### src/rtl/smpclk_div_pkg.sv
package smpclk_div_pkg;

  // Number of input cycles in one output period for a nonzero division value.
  function automatic int unsigned period_cycles(input int unsigned d);
    return d + 1;
  endfunction

  // Last period position (0-based) at which the output is still high.
  // prog=1: the high-time field is used, clamped to the division value.
  // prog=0: a balanced split is derived from the division value alone.
  function automatic int unsigned high_limit(input int unsigned d,
                                             input int unsigned h,
                                             input bit prog);
    if (d == 0) return 0;
    if (prog) return (h > d) ? d : h;
    return ((d + 1) / 2) - 1;
  endfunction

endpackage

### src/rtl/smpclk_cfg.sv
module smpclk_cfg #(
  parameter int DIV_W    = 8,
  parameter bit HAS_HIGH = 1'b1
) (
  input  logic             clk,
  input  logic             rst,
  input  logic             load,
  input  logic [DIV_W-1:0] div_in,
  input  logic [DIV_W-1:0] hi_in,
  output logic [DIV_W-1:0] act_div,
  output logic [DIV_W-1:0] act_hi,
  output logic [DIV_W-1:0] nxt_div,
  output logic [DIV_W-1:0] nxt_hi
);
  import smpclk_div_pkg::*;

  logic [DIV_W-1:0] eff_hi;

  generate
    if (HAS_HIGH) begin : g_prog
      assign eff_hi = DIV_W'(high_limit(32'(div_in), 32'(hi_in), 1'b1));
    end else begin : g_half
      logic unused_hi;
      assign unused_hi = ^hi_in;
      assign eff_hi = DIV_W'(high_limit(32'(div_in), 32'd0, 1'b0));
    end
  endgenerate

  assign nxt_div = load ? div_in : act_div;
  assign nxt_hi  = load ? eff_hi : act_hi;

  always_ff @(posedge clk) begin
    if (rst) begin
      act_div <= '0;
      act_hi  <= '0;
    end else begin
      act_div <= nxt_div;
      act_hi  <= nxt_hi;
    end
  end


  cfg_hold_chk: assert property (@(posedge clk) disable iff (rst)
    !load |=> ($stable(act_div) && $stable(act_hi)));


  hi_range_chk: assert property (@(posedge clk) disable iff (rst)
    act_hi <= act_div);

endmodule

### src/rtl/smpclk_phase.sv
module smpclk_phase #(
  parameter int DIV_W = 8
) (
  input  logic             clk,
  input  logic             rst,
  input  logic [DIV_W-1:0] act_div,
  output logic [DIV_W-1:0] cnt,
  output logic [DIV_W-1:0] nxt_cnt,
  output logic             boundary
);

  assign boundary = (act_div == '0) || (cnt == act_div);
  assign nxt_cnt  = boundary ? '0 : cnt + 1'b1;

  always_ff @(posedge clk) begin
    if (rst) cnt <= '0;
    else     cnt <= nxt_cnt;
  end


  cnt_bound_chk: assert property (@(posedge clk) disable iff (rst)
    cnt <= act_div);


  idle_cnt_chk: assert property (@(posedge clk) disable iff (rst)
    (act_div == '0) |-> (cnt == '0));

endmodule

### src/rtl/smpclk_wave.sv
module smpclk_wave #(
  parameter int DIV_W = 8
) (
  input  logic             clk,
  input  logic             rst,
  input  logic [DIV_W-1:0] nxt_div,
  input  logic [DIV_W-1:0] nxt_hi,
  input  logic [DIV_W-1:0] nxt_cnt,
  input  logic [DIV_W-1:0] act_div,
  input  logic [DIV_W-1:0] act_hi,
  input  logic [DIV_W-1:0] cnt,
  output logic             clk_o
);

  logic q;

  always_ff @(posedge clk) begin
    if (rst) q <= 1'b0;
    else     q <= (nxt_div != '0) && (nxt_cnt <= nxt_hi);
  end

  assign clk_o = q;


  gated_low_chk: assert property (@(posedge clk) disable iff (rst)
    (act_div == '0) |-> !clk_o);


  start_high_chk: assert property (@(posedge clk) disable iff (rst)
    ((act_div != '0) && (cnt == '0)) |-> clk_o);


  no_runt_chk: assert property (@(posedge clk) disable iff (rst)
    $rose(clk_o) |-> (cnt == '0));


  low_tail_chk: assert property (@(posedge clk) disable iff (rst)
    (cnt > act_hi) |-> !clk_o);

endmodule

### src/rtl/smpclk_div.sv
module smpclk_div #(
  parameter int DIV_W    = 8,
  parameter bit HAS_HIGH = 1'b1
) (
  input  logic             clk,
  input  logic             rst,
  input  logic [DIV_W-1:0] div_val,
  input  logic [DIV_W-1:0] high_val,
  output logic             clk_out,
  output logic             running
);

  logic [DIV_W-1:0] act_div, act_hi, nxt_div, nxt_hi;
  logic [DIV_W-1:0] cnt, nxt_cnt;
  logic             boundary;

  smpclk_cfg #(.DIV_W(DIV_W), .HAS_HIGH(HAS_HIGH)) u_cfg (
    .clk     (clk),
    .rst     (rst),
    .load    (boundary),
    .div_in  (div_val),
    .hi_in   (high_val),
    .act_div (act_div),
    .act_hi  (act_hi),
    .nxt_div (nxt_div),
    .nxt_hi  (nxt_hi)
  );

  smpclk_phase #(.DIV_W(DIV_W)) u_phase (
    .clk      (clk),
    .rst      (rst),
    .act_div  (act_div),
    .cnt      (cnt),
    .nxt_cnt  (nxt_cnt),
    .boundary (boundary)
  );

  smpclk_wave #(.DIV_W(DIV_W)) u_wave (
    .clk     (clk),
    .rst     (rst),
    .nxt_div (nxt_div),
    .nxt_hi  (nxt_hi),
    .nxt_cnt (nxt_cnt),
    .act_div (act_div),
    .act_hi  (act_hi),
    .cnt     (cnt),
    .clk_o   (clk_out)
  );

  assign running = (div_val != '0);


  reset_low_chk: assert property (@(posedge clk)
    $past(rst) |-> !clk_out);

endmodule

### config.mk
export PLATFORM = sky130hd
export DESIGN_NAME = smpclk_div
export DESIGN_NICKNAME = d
export VERILOG_FILES = /design/src/rtl/smpclk_div_pkg.sv /design/src/rtl/smpclk_cfg.sv /design/src/rtl/smpclk_phase.sv /design/src/rtl/smpclk_wave.sv /design/src/rtl/smpclk_div.sv
export SDC_FILE = /design/constraint.sdc
export NUM_CORES = 1
export LEC_CHECK = 0
export BUFFER_PORTS_ARGS = -buffer_cell sky130_fd_sc_hd__clkbuf_2
export CAP_MARGIN = 5
export CORE_ASPECT_RATIO = 0.9
export CORE_MARGIN = 2
export CORE_UTILIZATION = 40
export DETAILED_ROUTE_END_ITERATION = 6
export PLACE_DENSITY = 0.64
export RECOVER_POWER = 50
export SYNTH_ARGS = -nofsm -noshare
export SYNTH_HDL_FRONTEND = slang
export SYNTH_SLANG_ARGS = --single-unit
export TNS_END_PERCENT = 20
### constraint.sdc
create_clock -name clk -period 3.97 [get_ports clk]
set_input_delay 0.9925 -clock clk [delete_from_list [all_inputs] [get_ports clk]]
set_output_delay 0.9925 -clock clk [all_outputs]
set_load 0.02 [all_outputs]
## Yosys cells after proc, flatten, opt, wreduce, memory -nomap -nowiden

Cells that the tools add are included.

| word-level totals | value |
|---|---|
| register bits | 25 |
| latch bits | 0 |
| memory bits (writable) | 0 |
| ROM bits | 0 |
| bits of input ports | 18 |
| output and inout bits | 2 |
| word-level logic and storage cells | 24 |
| memories kept | 0 |

| operators by class | value |
|---|---|
| add/subtract/negate cells | 3 |
| multipliers | 0 |
| div/mod/pow operators | 0 |
| order comparisons | 2 |
| equal/unequal tests | 1 |
| shift-type cells | 0 |
| muxes and demuxes | 8 |
| bitwise gates (word level) | 0 |
| reduce and logical (&&, ||, !) cells | 6 |

Operators by type and width:

| kind | number |
|---|---|
| two-way mux 8 bit | 6 |
| logical NOT 8 bit | 2 |
| nonzero test 8 bit | 2 |
| adder 8 x 1 -> 9 bit (second input constant) | 1 |
| adder 8 x 1 -> 8 bit (second input constant) | 1 |
| equality test 8 bit | 1 |
| > comparator 8 bit | 1 |
| <= comparator 8 bit | 1 |
| subtractor 8 x 1 -> 8 bit (second input constant) | 1 |
| two-way mux 1 bit | 2 |
| logical AND 1 bit | 1 |
| logical OR 1 bit | 1 |

## Depth between registers and ports, before layout

| depth | value |
|---|---|
| depth in word-level cells | 8 |
| depth in mapped cells | 14 |
| mapped depth without buffers | 13 |

## Cells and area by module

Synthesis repeated with hierarchy kept, for this count alone.

| second synthesis, totals | value |
|---|---|
| cells, all modules | 238 |
| area total of the unflattened synthesis | 1925.6 um^2 |

By module, submodules not included:

| module | instances | cells an instance | area an instance (um^2) | seq. area each (um^2) |
|---|---|---|---|---|
| smpclk_cfg | 1 | 145 | 1184.9 | 320.3 |
| smpclk_phase | 1 | 56 | 481.7 | 160.2 |
| smpclk_wave | 1 | 34 | 242.7 | 20.0 |
| smpclk_div | 1 | 3 | 16.3 | 0.0 |

## Worst setup path before layout

OpenSTA, ideal clock, no wires.

| path | value |
|---|---|
| kind | input-to-reg |
| start | input div_val[1] |
| end | register u_wave.q (netlist: u_wave.clk_o) |
| setup time | 133 ps |
| arrival time | 3318 ps |
| slack | 519 ps |
| stages | 14 |
| cells stage by stage | inv_1 > ha_1 > nor2b_1 > o211ai_1 > a211o_1 > buf_2 > a21o_1 > a311o_1 > ha_1 > nand2_1 > o21ai_0 > mux2i_1 > a21oi_1 > nor3_1 |

| between the ends | value |
|---|---|
| cells in the longest elaborated chain, start to end | 7 |
| elaborated cells between the ends (all ways) | 13 |

RTL lines:

| item | RTL line | source |
|---|---|---|
| start: declaration | smpclk_div.sv:7 | `input logic [DIV_W-1:0] div_val,` |
| adder 8 x 1 -> 9 bit or > comparator 8 bit (tied branches) | smpclk_div_pkg.sv:16, smpclk_div_pkg.sv:15 |  |
| subtractor 8 x 1 -> 8 bit or two-way mux 8 bit (tied branches) | smpclk_div_pkg.sv:16, smpclk_div_pkg.sv:15 |  |
| two-way mux 8 bit | smpclk_div_pkg.sv:16 | `return ((d + 1) / 2) - 1;` |
| two-way mux 8 bit | smpclk_div_pkg.sv:15 | `if (prog) return (h > d) ? d : h;` |
| two-way mux 8 bit | smpclk_cfg.sv:30 | `assign nxt_hi = load ? eff_hi : act_hi;` |
| <= comparator 8 bit | smpclk_wave.sv:19 | `else q <= (nxt_div != '0) && (nxt_cnt <= nxt_hi);` |
| logical AND 1 bit (*) | smpclk_wave.sv:19 |  |
| end signal: assignment | smpclk_wave.sv:19 |  |
| end: declaration | smpclk_wave.sv:15 | `logic q;` |

Mark *: on every way between the ends. The rest lies on a longest branch, timed or not.
A chain may end at the register's enable or synchronous reset.

## Worst setup path after layout

| path | value |
|---|---|
| start | input div_val[7] |
| end | register u_wave.q (netlist: u_wave.clk_o) |

Same word-level chain as after synthesis.

==> metrics <==
DRT Pass-1 Iters 4; core area ~4200 um^2; Reg clk slew, reported paths about 0.090 ns; I/O pin total 20; post-DR vias/cell approximately 5.5; dpl hpwl approximately 3.2 mm; Clock Sink Count 25; pin count of the biggest net entering global routing 32; clk_lat worst skew roughly 0.27 ns; grt total ovfl 0; Critical Path Max Stage Delay roughly 0.56 ns; Starting Density 0.426; Max Slew Vio Count 0; Horiz. Die Dim between 70 and 80 um; crit start category input pin; Critical Path AT ~3.7 ns; CTS root buf clkbuf_8; CP max stage cell o21ai_1; TNS Setup 0 ns; residual DRC count 0; htree depth 1; fin crit share 0.896; Post-CTS Setup Bufs 0; share of layout cells above drive strength 1 0.143; vias between 1500 and 2000; Max-Cap Viols 0; final wirelength about 4.2 mm; min cycle time layout roughly 3.6 ns; first-pass GRT wire length roughly 6.6 mm; syn_area_per_cell 8.52 um^2; CP Max Fanout 10; Yosys cell types 40; vias in the first global route 1357; Syn Inst Count about 210; syn_nets 243; HP Class reg2reg; outcome completed; Mapped Area 1770 um^2; RSZ-0062 raised after global routing no; Clock Skews ~0.0044 ns; critical path, cell by cell clkbuf_2, inv_1, ha_1, nand4_1, o21ai_1, nand3_1, a311o_1, ha_1, nand2_1, o21ai_0, mux2i_1, a21oi_1, nor3_1; crit path kind in2reg; CTS Buffer Depth 2; Req. time, crit path just over 4 ns; Die Area approximately 5000 um^2; GRT Total Usage 0.174; Die Ht ~67 um; sequential share of the synthesized area 0.282; # rows 22; Worst-Margin Slew approximately 1.1 ns; port buffer count 19; Synth Warn # 0; Hold Vio Cnt, Final 0; Yosys reg bits 25; Final setup viols 0; Placer Congestion between 0.8 and 0.9; TritonCTS clock tree yes; Crit path top cell by count ha_1; fin nets 260; CTS Hold Bufs 0; Crit. End Element flip-flop; fillcell total ~430; Peak Freq around 280 MHz; diodes inserted 0; drt wl/cell between 10 and 15 um; final worst slack 0.412 ns; Iter 0 DRT Violations 164; worst slack at placement roughly 0.19 ns; CTS buffer count 3; P&R area growth vs syn 8.54%; initial antenna violation count 0; Slew HR 0.252; remaining antenna violation count after routing 0; cts repair resizes 0
## cells in the mapped netlist, drive strengths merged
cell	number	area (um^2)
a31oi	8	50.1
a211o	1	8.76
o21ai	4	20.0
and3	2	12.5
nor4	4	31.3
o21a	1	7.51
a21oi	7	35.0
ha	17	213
dfxtp	25	500
nor3	8	40.0
nand3	13	65.1
nand2	11	41.3
inv	9	33.8
mux2i	9	90.1
a21o	8	67.6
xnor2	1	8.76
a311o	7	70.1
buf	10	82.6
o211ai	1	7.51
nor2b	3	18.8
or2	1	6.26
a311oi	1	8.76
a22oi	8	60.1
xor2	13	114
nor2	27	109
a21bo	1	10.0
clkbuf	1	3.75
nand4	4	25.0
or4	2	18.8
a211oi	1	12.5
## worst paths after layout
path | startpoint | end | slack, ns | depth (start not counted)
hold reg to reg | u_cfg.act_hi[3]$_SDFF_PP0_ | u_cfg.act_hi[3]$_SDFF_PP0_ | 0.50 | 2
hold / removal | u_cfg.act_hi[3]$_SDFF_PP0_ | u_cfg.act_hi[3]$_SDFF_PP0_ | 0.50 | 2
setup / recovery | div_val[7] | u_wave.clk_o$_SDFF_PP0_ | 0.41 | 13
setup reg to reg | u_cfg.act_div[5]$_SDFF_PP0_ | u_wave.clk_o$_SDFF_PP0_ | 0.53 | 11
## flip-flops by register name (all words and copies together) (netlist names)
register	flops
u_cfg.act_div	8
u_cfg.act_hi	8
u_phase.cnt	8
u_wave.clk_o	1
## stage by stage
| step | area [um^2] | hold slack (ns) | instances | utilization |
|---|---|---|---|---|
| final | 1920 | 0.501 | 284 | 0.463 |
| after global routing | 1920 | 0.523 | 284 | 0.463 |
| after CTS | 1930 | 0.503 | 284 | 0.465 |
| after detailed placement | 1890 | 0.489 | 280 | 0.454 |
| after global placement | 1890 | 0.482 | 280 | 0.454 |
| after floorplan | 1770 | 0.459 | 208 | - |
## placed cells by master (no fill, tap or decap), drive strengths merged, types with 4 or more instances in the layout
master / Yosys / routed
inv: 9 / 9
ha: 17 / 17
clkbuf: 1 / 22
a21oi: 7 / 7
a311o: 7 / 7
nand3: 13 / 13
nand2: 11 / 11
nor3: 8 / 8
nor4: 4 / 4
a31oi: 8 / 8
xor2: 13 / 13
nand4: 4 / 4
buf: 10 / 4
dfxtp: 25 / 25
mux2i: 9 / 9
a22oi: 8 / 8
o21ai: 4 / 4
a21o: 8 / 8
nor2: 27 / 27
## cells by family after synthesis
logic type,share of synthesized area
buffers and inverters,0.0678
and+or+nand+nor,0.208
AOI/OAI and AO/OA,0.202
xor gates and xnor gates,0.0692
DFF,0.282
muxes,0.0508
adders and majority gates,0.120
## layer usage
metal	GRT usage	routed length, um	vias up
met1	0.264	2220	727
met4	0.0364	24	0
met3	0.0388	262	2
met5	0	0	-
met2	0.250	1650	37
li1	-	-	795
## critical path, delay by kind of cell
family | cells | cell delay [ns]
adder cells (fa/ha/maj) | 2 | 0.64
buffers and inverters | 2 | 0.17
multiplexers | 1 | 0.12
AO/OA/AOI/OAI | 4 | 1.29
AND/OR/NAND/NOR | 4 | 0.49
## layout make-up
cell class | count | area (um^2) | share of cell area
Inverter | 9 | 33.8 | 0.0176
Tap cell | 60 | 75.1 | 0.0390
Multi-Input combinational cell | 163 | 1140 | 0.595
Clock inverter | 1 | 5.00 | 0.00260
Timing Repair Buffer | 23 | 124 | 0.0644
Sequential cell | 25 | 500 | 0.260
Clock buffer | 3 | 41.3 | 0.0215
Power is not shown: default switching activity piles up to over one toggle a cycle in this logic, so the estimate is an artifact.
